--- config.mk ---
export PLATFORM = sky130hd
export DESIGN_NAME = irq_hub
export DESIGN_NICKNAME = d
export VERILOG_FILES = /design/src/rtl/irq_hub_pkg.sv /design/src/rtl/irq_capture.sv /design/src/rtl/irq_prio.sv /design/src/rtl/irq_regs.sv /design/src/rtl/irq_hub.sv
export SDC_FILE = /design/constraint.sdc
export NUM_CORES = 1
export LEC_CHECK = 0
export BUFFER_PORTS_ARGS = -buffer_cell sky130_fd_sc_hd__buf_4
export CAP_MARGIN = 20
export CORE_ASPECT_RATIO = 0.8
export CORE_MARGIN = 4
export CORE_UTILIZATION = 40
export CTS_CLUSTER_SIZE = 40
export DETAILED_ROUTE_END_ITERATION = 12
export SYNTH_ARGS = -nofsm -noshare
export SYNTH_HDL_FRONTEND = slang
export SYNTH_HIERARCHICAL = 1
export SYNTH_SLANG_ARGS = --single-unit
--- constraint.sdc ---
create_clock -name clk -period 2.45 [get_ports clk]
set_clock_uncertainty 0.1 [all_clocks]
set_input_delay 0.1225 -clock clk [delete_from_list [all_inputs] [get_ports clk]]
set_output_delay 0.1225 -clock clk [all_outputs]
set_load 0.01 [all_outputs]
--- src/rtl/irq_hub_pkg.sv ---
package irq_hub_pkg;

    localparam int BUS_W = 32;
    localparam int SEL_W = 3;

    typedef enum logic [SEL_W-1:0] {
        RG_CTRL    = 3'd0,
        RG_ENABLE  = 3'd1,
        RG_STATUS  = 3'd2,
        RG_PENDING = 3'd3,
        RG_VECTOR  = 3'd4,
        RG_ACK     = 3'd5,
        RG_ENSET   = 3'd6,
        RG_ENCLR   = 3'd7
    } reg_sel_e;

    typedef struct packed {
        logic cap_on;
        logic req_on;
    } master_t;

    typedef struct packed {
        logic             we;
        logic             re;
        reg_sel_e         sel;
        logic [BUS_W-1:0] wdata;
    } bus_req_t;

    localparam logic [BUS_W-1:0] VEC_NONE = '1;

    function automatic logic is_write_only(reg_sel_e s);
        return (s == RG_ACK) || (s == RG_ENSET) || (s == RG_ENCLR);
    endfunction

endpackage

--- src/rtl/irq_capture.sv ---
module irq_capture
    import irq_hub_pkg::*;
#(
    parameter int                 N         = 8,
    parameter logic [N-1:0]       EDGE_MASK = '0
) (
    input  logic         clk,
    input  logic         rst,
    input  logic [N-1:0] src_in,
    input  logic         cap_en,
    input  logic [N-1:0] ack_mask,
    output logic [N-1:0] stat_q
);

    logic [N-1:0] prev_q;
    logic [N-1:0] hit;

    always_ff @(posedge clk) begin
        if (rst) prev_q <= '0;
        else     prev_q <= src_in;
    end

    for (genvar i = 0; i < N; i++) begin : g_src
        if (EDGE_MASK[i]) begin : g_edge
            assign hit[i] = cap_en & src_in[i] & ~prev_q[i];
        end else begin : g_level
            assign hit[i] = cap_en & src_in[i];

            // a high level line with capture on is latched next cycle
            p_level_sets_r11: assert property (@(posedge clk) disable iff (rst)
                (cap_en && src_in[i]) |=> stat_q[i]);
        end

        // a latched event stays until its acknowledge bit is written
        p_hold_until_ack_r10: assert property (@(posedge clk) disable iff (rst)
            (stat_q[i] && !ack_mask[i]) |=> stat_q[i]);

        // no capture, no new latch
        p_no_capture_r12: assert property (@(posedge clk) disable iff (rst)
            (!cap_en && !stat_q[i]) |=> !stat_q[i]);
    end

    // A new capture wins over an acknowledge in the same cycle.
    always_ff @(posedge clk) begin
        if (rst) stat_q <= '0;
        else     stat_q <= hit | (stat_q & ~ack_mask);
    end

endmodule

--- src/rtl/irq_prio.sv ---
module irq_prio
    import irq_hub_pkg::*;
#(
    parameter int N = 8
) (
    input  logic             clk,
    input  logic             rst,
    input  logic [N-1:0]     pend,
    output logic [BUS_W-1:0] vec,
    output logic             any
);

    localparam logic [N-1:0] ONE_N = N'(1);

    always_comb begin
        vec = VEC_NONE;
        for (int i = N - 1; i >= 0; i--) begin
            if (pend[i]) vec = BUS_W'(i);
        end
    end

    assign any = |pend;

    // idle vector
    p_idle_vector_r5: assert property (@(posedge clk) disable iff (rst)
        (pend == '0) |-> (vec == VEC_NONE));

    // vector stays in range
    p_vec_range_r8: assert property (@(posedge clk) disable iff (rst)
        (pend != '0) |-> (vec < BUS_W'(N)));

    // named source is pending and nothing lower is
    p_vec_lowest_r8: assert property (@(posedge clk) disable iff (rst)
        (pend != '0) |-> ((((pend >> vec) & ONE_N) == ONE_N) &&
                          ((pend & ((ONE_N << vec) - ONE_N)) == '0)));

endmodule

--- src/rtl/irq_regs.sv ---
module irq_regs
    import irq_hub_pkg::*;
#(
    parameter int N = 8
) (
    input  logic             clk,
    input  logic             rst,
    input  bus_req_t         req,
    input  logic [N-1:0]     stat_q,
    input  logic [N-1:0]     pend,
    input  logic [BUS_W-1:0] vec,
    output logic [N-1:0]     en_q,
    output master_t          mst_q,
    output logic [N-1:0]     ack_mask,
    output logic [BUS_W-1:0] rd_data
);

    logic [N-1:0]     wbits;
    logic [BUS_W-1:0] rd_mux;

    assign wbits    = req.wdata[N-1:0];
    assign ack_mask = (req.we && req.sel == RG_ACK) ? wbits : '0;

    always_ff @(posedge clk) begin
        if (rst) begin
            en_q <= '0;
        end else if (req.we) begin
            case (req.sel)
                RG_ENABLE: en_q <= wbits;
                RG_ENSET:  en_q <= en_q | wbits;
                RG_ENCLR:  en_q <= en_q & ~wbits;
                default:   en_q <= en_q;
            endcase
        end
    end

    always_ff @(posedge clk) begin
        if (rst) begin
            mst_q <= '0;
        end else if (req.we && req.sel == RG_CTRL) begin
            mst_q.req_on <= req.wdata[0];
            mst_q.cap_on <= mst_q.cap_on | req.wdata[1];
        end
    end

    always_comb begin
        rd_mux = '0;
        if (!is_write_only(req.sel)) begin
            case (req.sel)
                RG_CTRL:    rd_mux[1:0]   = {mst_q.cap_on, mst_q.req_on};
                RG_ENABLE:  rd_mux[N-1:0] = en_q;
                RG_STATUS:  rd_mux[N-1:0] = stat_q;
                RG_PENDING: rd_mux[N-1:0] = pend;
                RG_VECTOR:  rd_mux        = vec;
                default:    rd_mux        = '0;
            endcase
        end
    end

    always_ff @(posedge clk) begin
        if (rst)         rd_data <= '0;
        else if (req.re) rd_data <= rd_mux;
    end

    // capture enable is sticky
    p_cap_sticky_r4: assert property (@(posedge clk) disable iff (rst)
        mst_q.cap_on |=> mst_q.cap_on);

    // set alias turns on the written bits
    p_enset_r6: assert property (@(posedge clk) disable iff (rst)
        (req.we && req.sel == RG_ENSET) |=> ((en_q & $past(wbits)) == $past(wbits)));

    // clear alias turns off the written bits
    p_enclr_r7: assert property (@(posedge clk) disable iff (rst)
        (req.we && req.sel == RG_ENCLR) |=> ((en_q & $past(wbits)) == '0));

    // clear alias never turns a bit on
    p_enclr_keep_r7: assert property (@(posedge clk) disable iff (rst)
        (req.we && req.sel == RG_ENCLR) |=> ((en_q & ~$past(en_q)) == '0));

    // read data holds without a read strobe
    p_rd_hold_r13: assert property (@(posedge clk) disable iff (rst)
        !req.re |=> $stable(rd_data));

endmodule

--- src/rtl/irq_hub.sv ---
module irq_hub
    import irq_hub_pkg::*;
#(
    parameter int                  NUM_SRC   = 8,
    parameter logic [NUM_SRC-1:0]  EDGE_MASK = NUM_SRC'(8'h0F)
) (
    input  logic               clk,
    input  logic               rst,
    input  logic [NUM_SRC-1:0] src_in,
    input  logic               wr_en,
    input  logic               rd_en,
    input  logic [SEL_W-1:0]   addr,
    input  logic [BUS_W-1:0]   wr_data,
    output logic [BUS_W-1:0]   rd_data,
    output logic               cpu_irq
);

    bus_req_t           req;
    master_t            mst_q;
    logic [NUM_SRC-1:0] en_q;
    logic [NUM_SRC-1:0] stat_q;
    logic [NUM_SRC-1:0] pend;
    logic [NUM_SRC-1:0] ack_mask;
    logic [BUS_W-1:0]   vec;
    logic               any;

    assign req.we    = wr_en;
    assign req.re    = rd_en;
    assign req.sel   = reg_sel_e'(addr);
    assign req.wdata = wr_data;

    irq_capture #(.N(NUM_SRC), .EDGE_MASK(EDGE_MASK)) u_cap (
        .clk      (clk),
        .rst      (rst),
        .src_in   (src_in),
        .cap_en   (mst_q.cap_on),
        .ack_mask (ack_mask),
        .stat_q   (stat_q)
    );

    assign pend = stat_q & en_q;

    irq_prio #(.N(NUM_SRC)) u_prio (
        .clk  (clk),
        .rst  (rst),
        .pend (pend),
        .vec  (vec),
        .any  (any)
    );

    irq_regs #(.N(NUM_SRC)) u_regs (
        .clk      (clk),
        .rst      (rst),
        .req      (req),
        .stat_q   (stat_q),
        .pend     (pend),
        .vec      (vec),
        .en_q     (en_q),
        .mst_q    (mst_q),
        .ack_mask (ack_mask),
        .rd_data  (rd_data)
    );

    assign cpu_irq = mst_q.req_on & any;

    // closed request gate keeps the line low
    p_irq_gate_r4: assert property (@(posedge clk) disable iff (rst)
        !mst_q.req_on |-> !cpu_irq);

    // with every enable off there is no request
    p_no_enable_r2: assert property (@(posedge clk) disable iff (rst)
        (en_q == '0) |-> !cpu_irq);

endmodule

==> results of run 1 <==
==> critical path, cell delays in order, from the launching register on <==
cell and delay [ns]:
dfxtp_1 0.34, and2_1 0.22, nor4_2 0.31, and2_2 0.30, inv_2 0.03, and2_1 0.13
buf_4 0.14
==> repair_timing <==
item                      CTS  global route
hold buffers               16             0
hold endpoints to repair   20             0
setup buffers               0             0
gates resized for setup     0             0
==> per-stage QoR <==
stage	instance area, sq um	hold WS [ns]	setup slack (ns)
after floorplan	2820	0.0941	0.552
after global placement	3020	0.247	0.673
after detailed placement	3020	0.252	0.661
after CTS	3290	0.110	0.454
after global routing	3290	0.131	0.371
final	3290	0.117	0.460
==> cell type report <==
class | instances | share of cell area, %
Clock inverter | 2 | 1.14
Inverter | 3 | 0.342
Multi-Input combinational cell | 213 | 42.3
Sequential cell | 54 | 32.8
Tap cell | 87 | 3.31
Clock buffer | 6 | 2.20
Timing Repair Buffer | 73 | 17.9
==> layout by cell type, fill, tap and decap left out, types with 2 or more instances in the layout <==
cell type | Yosys | final
a211oi_2 | 3 | 3
a21oi_1 | 39 | 39
a222oi_1 | 3 | 3
a22oi_1 | 3 | 3
a31oi_1 | 3 | 3
a32o_1 | 7 | 7
a32oi_1 | 3 | 3
and2_1 | 17 | 17
buf_4 | 30 | 57
clkbuf_8 | 0 | 5
dfxtp_1 | 54 | 54
dlygate4sd3_1 | 0 | 16
inv_1 | 2 | 2
mux2_2 | 7 | 7
nand2_1 | 16 | 16
nand2b_1 | 13 | 13
nand3b_1 | 4 | 4
nor2_1 | 29 | 29
nor2b_1 | 29 | 29
nor3_1 | 2 | 2
nor3b_4 | 3 | 3
o211a_1 | 3 | 3
o21ai_0 | 5 | 5
o21ai_1 | 3 | 3
==> synth_stat cells, types with 2 or more instances <==
| cell type | instances |
|---|---|
| a21oi_1 | 39 |
| a211oi_2 | 3 |
| inv_1 | 2 |
| a22oi_1 | 3 |
| buf_6 | 5 |
| o211a_1 | 3 |
| a31oi_1 | 3 |
| clkbuf_1 | 7 |
| nor3b_4 | 3 |
| o21ai_0 | 5 |
| nor2b_1 | 29 |
| mux2_2 | 7 |
| o21ai_1 | 3 |
| nor3_1 | 2 |
| a32oi_1 | 3 |
| nand3b_1 | 4 |
| buf_4 | 30 |
| a222oi_1 | 3 |
| a32o_1 | 7 |
| dfxtp_1 | 54 |
| nand2_1 | 16 |
| nand2b_1 | 13 |
| and2_1 | 17 |
| buf_2 | 5 |
| nor2_1 | 29 |
==> report_power, final <==
| part | total, W | switching (W) | internal [W] | leakage (nW) |
|---|---|---|---|---|
| clock network | 0.000589 | 0.000283 | 0.000305 | 0.0514 |
| registers | 0.000915 | 0.0000135 | 0.000901 | 0.439 |
| logic | 0.000211 | 0.000107 | 0.000104 | 0.787 |
==> per-layer routing <==
layer  vias up  track usage [%]  part of all wire [%]
li1       1128                -                     -
met1      1037             21.7                    48
met2        53             22.3                    46
met3         0             3.61                   5.5
met4         0             3.46                     0
met5         -                0                     0
==> kinds of logic (layout without fill, tap and decap cells) <==
family	after synthesis	count (layout)
and+or+nand+nor	128	128
AOI/OAI and AO/OA	77	77
DFF	54	54
buffers and inverters	50	84
muxes	8	8
==> sequential cells by signal, summed over array words and instances (netlist names) <==
signal / count
u_cap/prev_q: 4
u_regs/en_q: 8
u_regs/rd_data: 32
u_cap/stat_q: 8
u_regs/mst_q: 2
==> worst max path at each step <==
stage / start / to / slack (ns) / depth (start not counted)
after floorplan: u_regs/en_q[0] / u_regs/rd_data[5] / 0.55 / 7
after global placement: u_cap/stat_q[0] / u_regs/rd_data[17] / 0.67 / 6
after detailed placement: u_cap/stat_q[1] / u_regs/rd_data[8] / 0.66 / 6
after CTS: u_cap/stat_q[0] / cpu_irq / 0.45 / 6
after global routing: u_cap/stat_q[4] / cpu_irq / 0.37 / 6
final: u_cap/stat_q[1] / cpu_irq / 0.46 / 6
==> impl_results.md, run 1 <==
- Status: finished clean
- Worst-path fanout max: 7
- Compound-gate portion of the synthesized area: 18.8%
- Core area: 0.00686 sq mm
- Startpoint types: flop
- H-tree level count: 2
- DRC errors left: 0
- Post-Syn Instances: 317
- DRT Wirelength: 6.22 mm
- Worst R2R End: u_regs/rd_data[19]
- Max VDD drop: 0.201 mV
- Fin. max-slew vios: 0
- Netlist Area Pre-Place: 0.00282 sq mm
- Post-synth ARST share: 0%
- Post-Synth Adder-Cell Area: 0%
- Min-delay worst type: in -> reg
- Largest net degree at the start of global routing: 48
- Worst Hold Endpoint: u_regs/en_q[0]
- DR vias: 2218
- Reg2reg start: u_cap/stat_q[1]
- Final period util: 81.2%
- Setup CP Type: reg -> out
- Crit end category: output pin
- Reg2Reg Setup Slack: 0.62 ns
- Worst slew pin tran: 0.555 ns
- Die area: 0.00846 sq mm
- Critical Path RT: 2.23 ns
- Area share of the leading cell type in the synthesized netlist: 38.3%
- Worst skew pair latency: 0.30 ns
- Clock root buffer master: clkbuf_8
- Sequential cell area fraction in the yosys report: 38.3%
- Die height: 83.1 microns
- # clock sinks: 54
- First-pass GRT wire length: 10.5 mm
- Syn Area/Cell: 8.89 sq um
- XOR/XNOR Fraction of Synth Area: 0%
- DP HPWL: 4.22 mm
- I/O pins: 80
- CTS tree: yes
- Cells on worst reg2reg path: 6
- Setup_tns: 0 ns
- First DRT Iteration DRCs: 135
- Dpl cells: 414
- Library cells used by synthesis: 47
- Post-synth net total: 364
- ANT nets after route: 0
- Grt ovf: 0
- Synth area leaders: dfxtp_1 38%, buf_4 8.0%, a21oi_1 6.9%
- Max Cap Viol: 0
- Mux cell area share after synthesis: 3.15%
- Final GP Congestion: 0.758
- Post-synthesis simple-gate area fraction: 27.5%
- Total power: 0.00171 W
- Initial antenna violation count: 0
- PwrDens: 521 mW/mm^2
- Sequential Area: 0.00108 sq mm
- Synth Register Bits: 54
- Final nets: 397
- Ratio of cells with drive above 1 in the final layout: 25.4%
- Final Core Density: 48.0%
- EDFF count, synth: 0
- Port Buffers: 55
- DRT Pass-1 Iters: 4
- Main combinational cell family by area after synthesis: simple AND/OR/NAND/NOR gates
- Synth area leader: dfxtp_1
- Ant diodes: 0
- Multi-input gate area: 0.00139 sq mm
- Hold path cells: 2
- Hold Fails Final Rpt: 0
- Final setup vio count: 0
- Slew margin rel.: 63.0%
- Unrepaired setup endpoints after global routing: false
- Post-synth top flop: dfxtp_1
- Hold path start: addr[2]
- Fill cells: 707
- Yosys Warn Count: 6
- Die Wd: 102 microns
- Cts bufs inserted: 5
- Leak: 1.28 nW
- Worst EP arrival: 1.77 ns
- Initial cell density of the core: 41.1%
- Number of global-route vias before repair: 2145
- Longest Clk Path Bufs: 2
- Drt wl/cell: 14.2 microns
- # rows: 27
- Layout area overhead: 16.8%
- Clock slew at reported path FFs: 0.09 ns
- Vias/cell: 5.06
- Total global routing track utilization: 14.9%
- Finished Layout Cells: 438
- Crit path time final: 1.99 ns
- Fmax: 0.502 GHz
(Power assumes the default switching activity.)
==> run 2, diff against run 1 <==
--- a/config.mk
+++ b/config.mk
@@ -12,6 +12,7 @@
 export CORE_UTILIZATION = 40
 export CTS_CLUSTER_SIZE = 40
 export DETAILED_ROUTE_END_ITERATION = 12
+export PLACE_DENSITY = 0.66
 export SYNTH_ARGS = -nofsm -noshare
 export SYNTH_HDL_FRONTEND = slang
 export SYNTH_HIERARCHICAL = 1
==> constraint.sdc (replaced) <==
create_clock -name clk -period 1.62 [get_ports clk]
set_clock_uncertainty 0.1 [all_clocks]
set_input_delay 0.081 -clock clk [delete_from_list [all_inputs] [get_ports clk]]
set_output_delay 0.081 -clock clk [all_outputs]
set_load 0.01 [all_outputs]
==> run 2 against run 1 <==
Compared with the run above:
- the flow now finishes with violations (setup timing)
- final cell count up 5.5%
- final area up 8.8%
- first-iteration DRC count up 50%
- critical path depth unchanged
- clock power up 40%
- utilization up 4.2 points
- largest power group unchanged
==> impl_results.md, run 2 (same netlist as run 1, synthesis figures left out) <==
- Worst EP arrival: 1.58 ns (was 1.77 ns)
- Port Buffers: 55 (unchanged)
- Worst R2R End: u_regs/rd_data[3] (was u_regs/rd_data[19])
- Layout area overhead: 27.1% (was 16.8%)
- Final GP Congestion: 0.777 (was 0.758)
- Clock root buffer master: clkbuf_8 (unchanged)
- Clock share of power: 32.3% (was 34.3%)
- Hold Fails Final Rpt: 0 (unchanged)
- First DRT Iteration DRCs: 202 (was 135)
- Leak: 1.45 nW (was 1.28 nW)
- # rows: 27 (unchanged)
- Multi-input gate area: 0.00145 sq mm (was 0.00139 sq mm)
- CP startpoint: u_regs/en_q[0] (was u_cap/stat_q[1])
- Commonest non-fill, non-tap cell in the layout: buf_4 (unchanged)
- Fmax: 0.568 GHz
- Setup CP Type: reg -> out (unchanged)
- Vias/cell: 5.11 (was 5.06)
- Critical path's most frequent cell: and2_4 (was and2_1)
- Fill cells: 643 (was 707)
- Hold WS: 0.0496 ns (was 0.117 ns)
- Cells on worst reg2reg path: 7 (was 6)
- Drt wl/cell: 14.4 microns (was 14.2 microns)
- Biggest register: u_regs/rd_data (unchanged)
- Commonest cells after routing, fill and taps aside: 75 x buf_4, 39 x dfxtp_1, 37 x a21oi_1 (was 57 x buf_4, 54 x dfxtp_1, 39 x a21oi_1)
- Worst skew pair latency: 0.31 ns (was 0.30 ns)
- Max VDD drop: 0.379 mV (was 0.201 mV)
- Failing checks: setup timing
- Die area: 0.00846 sq mm (unchanged)
- Initial antenna violation count: 0 (unchanged)
- Critical path depth: 6 (unchanged)
- Status: finished with violations (was finished clean)
- Setup WS post-layout: -0.139 ns (was 0.460 ns)
- Initial cell density of the core: 41.1% (unchanged)
- CP Capture Point: cpu_irq (unchanged)
- Largest register FFs: 32 (unchanged)
- Final nets: 421 (was 397)
- Worst-path fanout max: 4 (was 7)
- Final setup vio count: 13 (was 0)
- CP Cell Sequence: and2_4 > nor4_4 > and2_4 > inv_2 > and2_4 > buf_6 (was and2_1 > nor4_2 > and2_2 > inv_2 > and2_1 > buf_4)
- PwrDens: 711 mW/mm^2 (was 521 mW/mm^2)
- Total global routing track utilization: 15.7% (was 14.9%)
- Clock slew at reported path FFs: 0.10 ns (was 0.09 ns)
- Flop pwr share: 54.3% (was 53.3%)
- Max incr delay on CP: 0.35 ns (was 0.34 ns)
- Grt ovf: 0 (unchanged)
- DR vias: 2360 (was 2218)
- Psw: 0.000658 W (was 0.000404 W)
- Sum of buffers and inverters on the critical path: 2 (unchanged)
- Reg2reg start: u_regs/en_q[0] (was u_cap/stat_q[1])
- Pint: 0.00189 W (was 0.00131 W)
- Slew margin rel.: 73.1% (was 63.0%)
- Top Registers: u_regs/rd_data x32, u_cap/stat_q x8, u_regs/en_q x8 (unchanged)
- Unrepaired setup endpoints after global routing: true (was false)
- Post-Place Setup Slack: -0.0575 ns (was 0.661 ns)
- Crit path max-delay family: simple AND/OR/NAND/NOR gates (unchanged)
- Number of global-route vias before repair: 2208 (was 2145)
- Final period util: 109%
- Startpoint types: flop (unchanged)
- Longest Clk Path Bufs: 2 (unchanged)
- Crit path time final: 1.76 ns
- Max Cap Viol: 0 (unchanged)
- Crit end category: output pin (unchanged)
- Cts bufs inserted: 5 (unchanged)
- Core area: 0.00686 sq mm (unchanged)
- Ratio of cells with drive above 1 in the final layout: 37.6% (was 25.4%)
- Total power: 0.00255 W (was 0.00171 W)
- ANT nets after route: 0 (unchanged)
- DRT Wirelength: 6.64 mm (was 6.22 mm)
- Min-delay worst type: in -> reg (unchanged)
- Die Wd: 102 microns (unchanged)
- Fin. max-slew vios: 0 (unchanged)
- Critical Path RT: 1.44 ns (was 2.23 ns)
- I/O pins: 80 (unchanged)
- Dpl cells: 426 (was 414)
- Die height: 83.1 microns (unchanged)
- DRT Pass-1 Iters: 6 (was 4)
- Combinational Power Share: 13.5% (was 12.3%)
- Largest net degree at the start of global routing: 30 (was 48)
- Slowest cell on the critical path: dfxtp_2 (was dfxtp_1)
- CTS tree: yes (unchanged)
- Worst slew pin tran: 0.403 ns (was 0.555 ns)
- H-tree level count: 2 (unchanged)
- # clock sinks: 54 (unchanged)
- Reg2Reg Setup Slack: -0.05 ns (was 0.62 ns)
- Ant diodes: 0 (unchanged)
- DRC errors left: 0 (unchanged)
- DP HPWL: 4.47 mm (was 4.22 mm)
- Finished Layout Cells: 462 (was 438)
- Net Sw Frac: 25.8% (was 23.6%)
- Sequential Area: 0.00110 sq mm (was 0.00108 sq mm)
- First-pass GRT wire length: 10.8 mm (was 10.5 mm)
-- run 2: cell types whose count changed in the layout (fill, tap and decap cells not counted), moves of 2 or more --
cell,delta
buf_4,+18
nor4_4,+2
dfxtp_1,-15
and2_4,+10
and2_1,-9
dfxtp_2,+15
a21oi_2,+2
a21oi_1,-2
buf_6,+3
-- run 2: metal layers --
metal | track usage [%] | vias to the layer above | part of all wire, % | wire length [microns]
li1 | - | 1178 | - | -
met1 | 22.7 | 1122 | 49 | 3230
met2 | 23.6 | 53 | 46 | 3030
met3 | 2.69 | 7 | 4.5 | 301
met4 | 4.65 | 0 | 1.2 | 82
met5 | 0 | - | 0 | 0
-- run 2: area by class of cell --
type | instances | share of cell area [%]
multi-input combinational | 213 | 40.5
clock buffer | 6 | 2.31
timing repair buffer | 97 | 22.7
sequential | 54 | 30.7
inverter | 3 | 0.314
tap | 87 | 3.04
clock inverter | 2 | 0.454
-- run 2: through the flow --
stage | area (sq um) | TNS (ns) | util [%]
2_1_floorplan | 2840 | -0.0201 | -
3_3_place_gp | 3130 | -0.115 | 45.6
3_5_place_dp | 3130 | -0.739 | 45.6
4_1_cts | 3490 | -0.159 | 50.9
5_1_grt | 3580 | -1.53 | 52.2
6_report | 3580 | -0.275 | 52.2
-- run 2: how the worst min path moves through the flow --
stage | from | endpoint | slack, ns | depth (start not counted)
after global routing | rst | u_regs/rd_data[20] | 0.05 | 2
final | rst | u_regs/rd_data[14] | 0.05 | 2
after global placement | src_in[2] | u_cap/prev_q[2] | 0.20 | 2
after floorplan | rst | u_cap/prev_q[0] | 0.05 | 1
after detailed placement | src_in[3] | u_cap/prev_q[3] | 0.21 | 2
after CTS | rst | u_regs/rd_data[14] | 0.05 | 2
-- run 2: power groups by stage --
stage	Combinational [W]	Clock, W	Sequential (W)
3_5_place_dp	0.000300	0	0.00141
6_report	0.000344	0.000822	0.00138
4_1_cts	0.000339	0.000842	0.00138
3_3_place_gp	0.000296	0	0.00141
2_1_floorplan	0.000190	0	0.00142
5_1_grt	0.000375	0.000897	0.00139
-- run 2: worst reg2reg max path, cell delays in order (launching register included) --
cell,delay [ns]
dfxtp_2,0.35
and2_4,0.15
nor4_4,0.29
and2_4,0.22
buf_4,0.13
a32oi_1,0.05
o211a_1,0.14
a211oi_2,0.18
-- run 2: timing repair --
item | 4_1_cts | 5_1_grt
setup buffers | 6 | 5
gates resized for setup | 15 | 21
pin swaps | 4 | 10
hold buffers | 17 | 0
endpoints found under the hold margin | 23 | 0
gates cloned | 0 | 1
endpoints found under the setup margin | 22 | 29
==> run 3, diff against run 2 <==
--- a/config.mk
+++ b/config.mk
@@ -9,10 +9,10 @@
 export CAP_MARGIN = 20
 export CORE_ASPECT_RATIO = 0.8
 export CORE_MARGIN = 4
-export CORE_UTILIZATION = 40
+export CORE_UTILIZATION = 48
 export CTS_CLUSTER_SIZE = 40
 export DETAILED_ROUTE_END_ITERATION = 12
-export PLACE_DENSITY = 0.66
+export PLACE_DENSITY = 0.77
 export SYNTH_ARGS = -nofsm -noshare
 export SYNTH_HDL_FRONTEND = slang
 export SYNTH_HIERARCHICAL = 1
==> run 3 against run 2 <==
Compared with the run above:
- the run still ends with setup timing left
- combinational power about the same
- sequential power barely moved
- clock-buffer cell count did not move
- clock power up 8.9%
- total power rose by 2.9%
- first-iteration DRC count is 32% lower
- non-clock buffer count is 2 lower
==> impl_results.md, run 3 (same netlist as run 1, synthesis figures left out) <==
- Hold Fails Final Rpt: 0 (unchanged)
- Leak: 1.45 nW (about the same)
- Worst Hold Endpoint: u_regs/en_q[0] (was u_regs/rd_data[14])
- Commonest non-fill, non-tap cell in the layout: buf_4 (unchanged)
- Worst EP arrival: 1.62 ns (was 1.58 ns)
- Die area: 0.00717 sq mm (was 0.00846 sq mm)
- Clock root buffer master: clkbuf_8 (unchanged)
- Worst slew pin tran: 0.420 ns (was 0.403 ns)
- Final GP Congestion: 0.792 (was 0.777)
- First-pass GRT wire length: 10.6 mm (was 10.8 mm)
- H-tree level count: 2 (unchanged)
- Die Wd: 93.7 microns (was 102 microns)
- DR vias: 2384 (was 2360)
- Finished Layout Cells: 451 (was 462)
- Biggest register: u_regs/rd_data (unchanged)
- Worst R2R End: u_regs/rd_data[24] (was u_regs/rd_data[3])
- Min-delay worst type: in -> reg (unchanged)
- Max Cap Viol: 0 (unchanged)
- Longest Clk Path Bufs: 2 (unchanged)
- Ratio of cells with drive above 1 in the final layout: 36.7% (was 37.6%)
- Crit path time final: 1.80 ns (was 1.76 ns)
- First DRT Iteration DRCs: 138 (was 202)
- Die height: 76.5 microns (was 83.1 microns)
- Final setup vio count: 28 (was 13)
- Grt ovf: 0 (unchanged)
- Reg2reg start: u_regs/en_q[0] (unchanged)
- Critical Path RT: 1.44 ns (about the same)
- Clock slew at reported path FFs: 0.09 ns (was 0.10 ns)
- Reg2Reg Setup Slack: -0.16 ns (was -0.05 ns)
- Ant diodes: 0 (unchanged)
- Fin. max-slew vios: 0 (unchanged)
- DP HPWL: 4.29 mm (was 4.47 mm)
- DRC errors left: 0 (unchanged)
- Failing checks: setup timing (unchanged)
- Post-Place Setup Slack: -0.00571 ns (was -0.0575 ns)
- Layout area overhead: 27.5% (was 27.1%)
- DRT Pass-1 Iters: 4 (was 6)
- ANT nets after route: 0 (unchanged)
- DRT Wirelength: 6.68 mm (was 6.64 mm)
- Largest net degree at the start of global routing: 34 (was 30)
- Setup WS post-layout: -0.185 ns (was -0.139 ns)
- Initial antenna violation count: 0 (unchanged)
- Port Buffers: 55 (unchanged)
- Number of global-route vias before repair: 2204 (was 2208)
- Max VDD drop: 0.455 mV (was 0.379 mV)
- Cts bufs inserted: 5 (unchanged)
- Hold path cells: 2 (unchanged)
- Fill cells: 454 (was 643)
- Slew margin rel.: 71.9% (was 73.1%)
- Total global routing track utilization: 17.8% (was 15.7%)
- # clock sinks: 54 (unchanged)
- Largest register FFs: 32 (unchanged)
- CTS tree: yes (unchanged)
- # rows: 24 (was 27)
- Top Registers: u_regs/rd_data x32, u_cap/stat_q x8, u_regs/en_q x8 (unchanged)
- Drt wl/cell: 14.8 microns (was 14.4 microns)
- Cells on worst reg2reg path: 8 (was 7)
- Status: finished with violations (unchanged)
- Final period util: 111% (was 109%)
- Core area: 0.00556 sq mm (was 0.00686 sq mm)
- Unrepaired setup endpoints after global routing: true (unchanged)
- Worst skew pair latency: 0.30 ns (was 0.31 ns)
- Final nets: 419 (was 421)
- Commonest cells after routing, fill and taps aside: 71 x buf_4, 42 x dfxtp_1, 35 x a21oi_1 (was 75 x buf_4, 39 x dfxtp_1, 37 x a21oi_1)
- I/O pins: 80 (unchanged)
- Vias/cell: 5.29 (was 5.11)
- Initial cell density of the core: 50.7% (was 41.1%)
- Setup CP Type: reg -> out (unchanged)
- Worst-path fanout max: 3 (was 4)
- CP startpoint: u_regs/en_q[0] (unchanged)
- Fmax: 0.554 GHz (was 0.568 GHz)
- Hold path start: addr[2] (was rst)
- Startpoint types: flop (unchanged)
- Crit end category: output pin (unchanged)
- PwrDens: 729 mW/mm^2 (was 711 mW/mm^2)
- Dpl cells: 415 (was 426)
run 3: through the flow:
step	util [%]	instance area [sq um]	setup TNS [ns]	power (W)	hold slack, ns
finish	64.7	3590	-2.01	0.00262	0.0736
global route	64.7	3590	-3.50	0.00273	0.0863
CTS	62.4	3470	-1.38	0.00264	0.0588
detailed placement	55.9	3100	-0.00571	0.00171	0.210
global placement	55.9	3100	0	0.00170	0.204
floorplan	-	2840	-0.0201	0.00161	0.0526
run 3: power by group:
group          total (W)  internal (W)  switching, W
Combinational   0.000344      0.000172      0.000172
Clock           0.000895      0.000462      0.000433
Sequential       0.00138       0.00136     0.0000188
Total            0.00262       0.00200      0.000624
run 3: final cells by class:
| type | instances | area (sq um) | area share [%] |
|---|---|---|---|
| Timing Repair Buffer | 95 | 823 | 22.9 |
| Clock buffer | 6 | 72.6 | 2.02 |
| Inverter | 3 | 11.3 | 0.313 |
| Multi-Input combinational cell | 213 | 1460 | 40.5 |
| Clock inverter | 2 | 37.5 | 1.04 |
| Sequential cell | 54 | 1100 | 30.5 |
| Tap cell | 78 | 97.6 | 2.71 |
run 3: layer usage:
metal  global-route usage, %  up-vias  routed length [microns]
li1                        -     1174                        -
met1                    24.9     1132                     3090
met2                    28.1       72                     3150
met3                    3.46        6                      365
met4                    4.62        0                       80
met5                       0        -                        0
run 3: worst max-delay path by stage:
stage	to	slack [ns]	cells past startpoint
2_1_floorplan	u_regs/rd_data[5]	-0.02	7
4_1_cts	cpu_irq	-0.14	6
5_1_grt	cpu_irq	-0.22	6
6_report	cpu_irq	-0.18	6
3_3_place_gp	u_regs/rd_data[3]	0.05	6
3_5_place_dp	u_regs/rd_data[27]	-0.006	6
run 3: repair_timing:
item | 4_1_cts | 5_1_grt
hold buffers | 17 | 0
resized for setup | 12 | 25
hold endpoints to repair | 23 | 0
cloned | 1 | 1
setup buffers | 3 | 6
setup endpoints to repair | 9 | 31
pin swaps | 2 | 18
run 3: critical path, stage by stage (launching register included):
cell and delay, ns:
dfxtp_2 0.33, and2_4 0.17, nor4_4 0.33, and2_4 0.23, inv_2 0.03, and2_4 0.13, buf_6 0.11
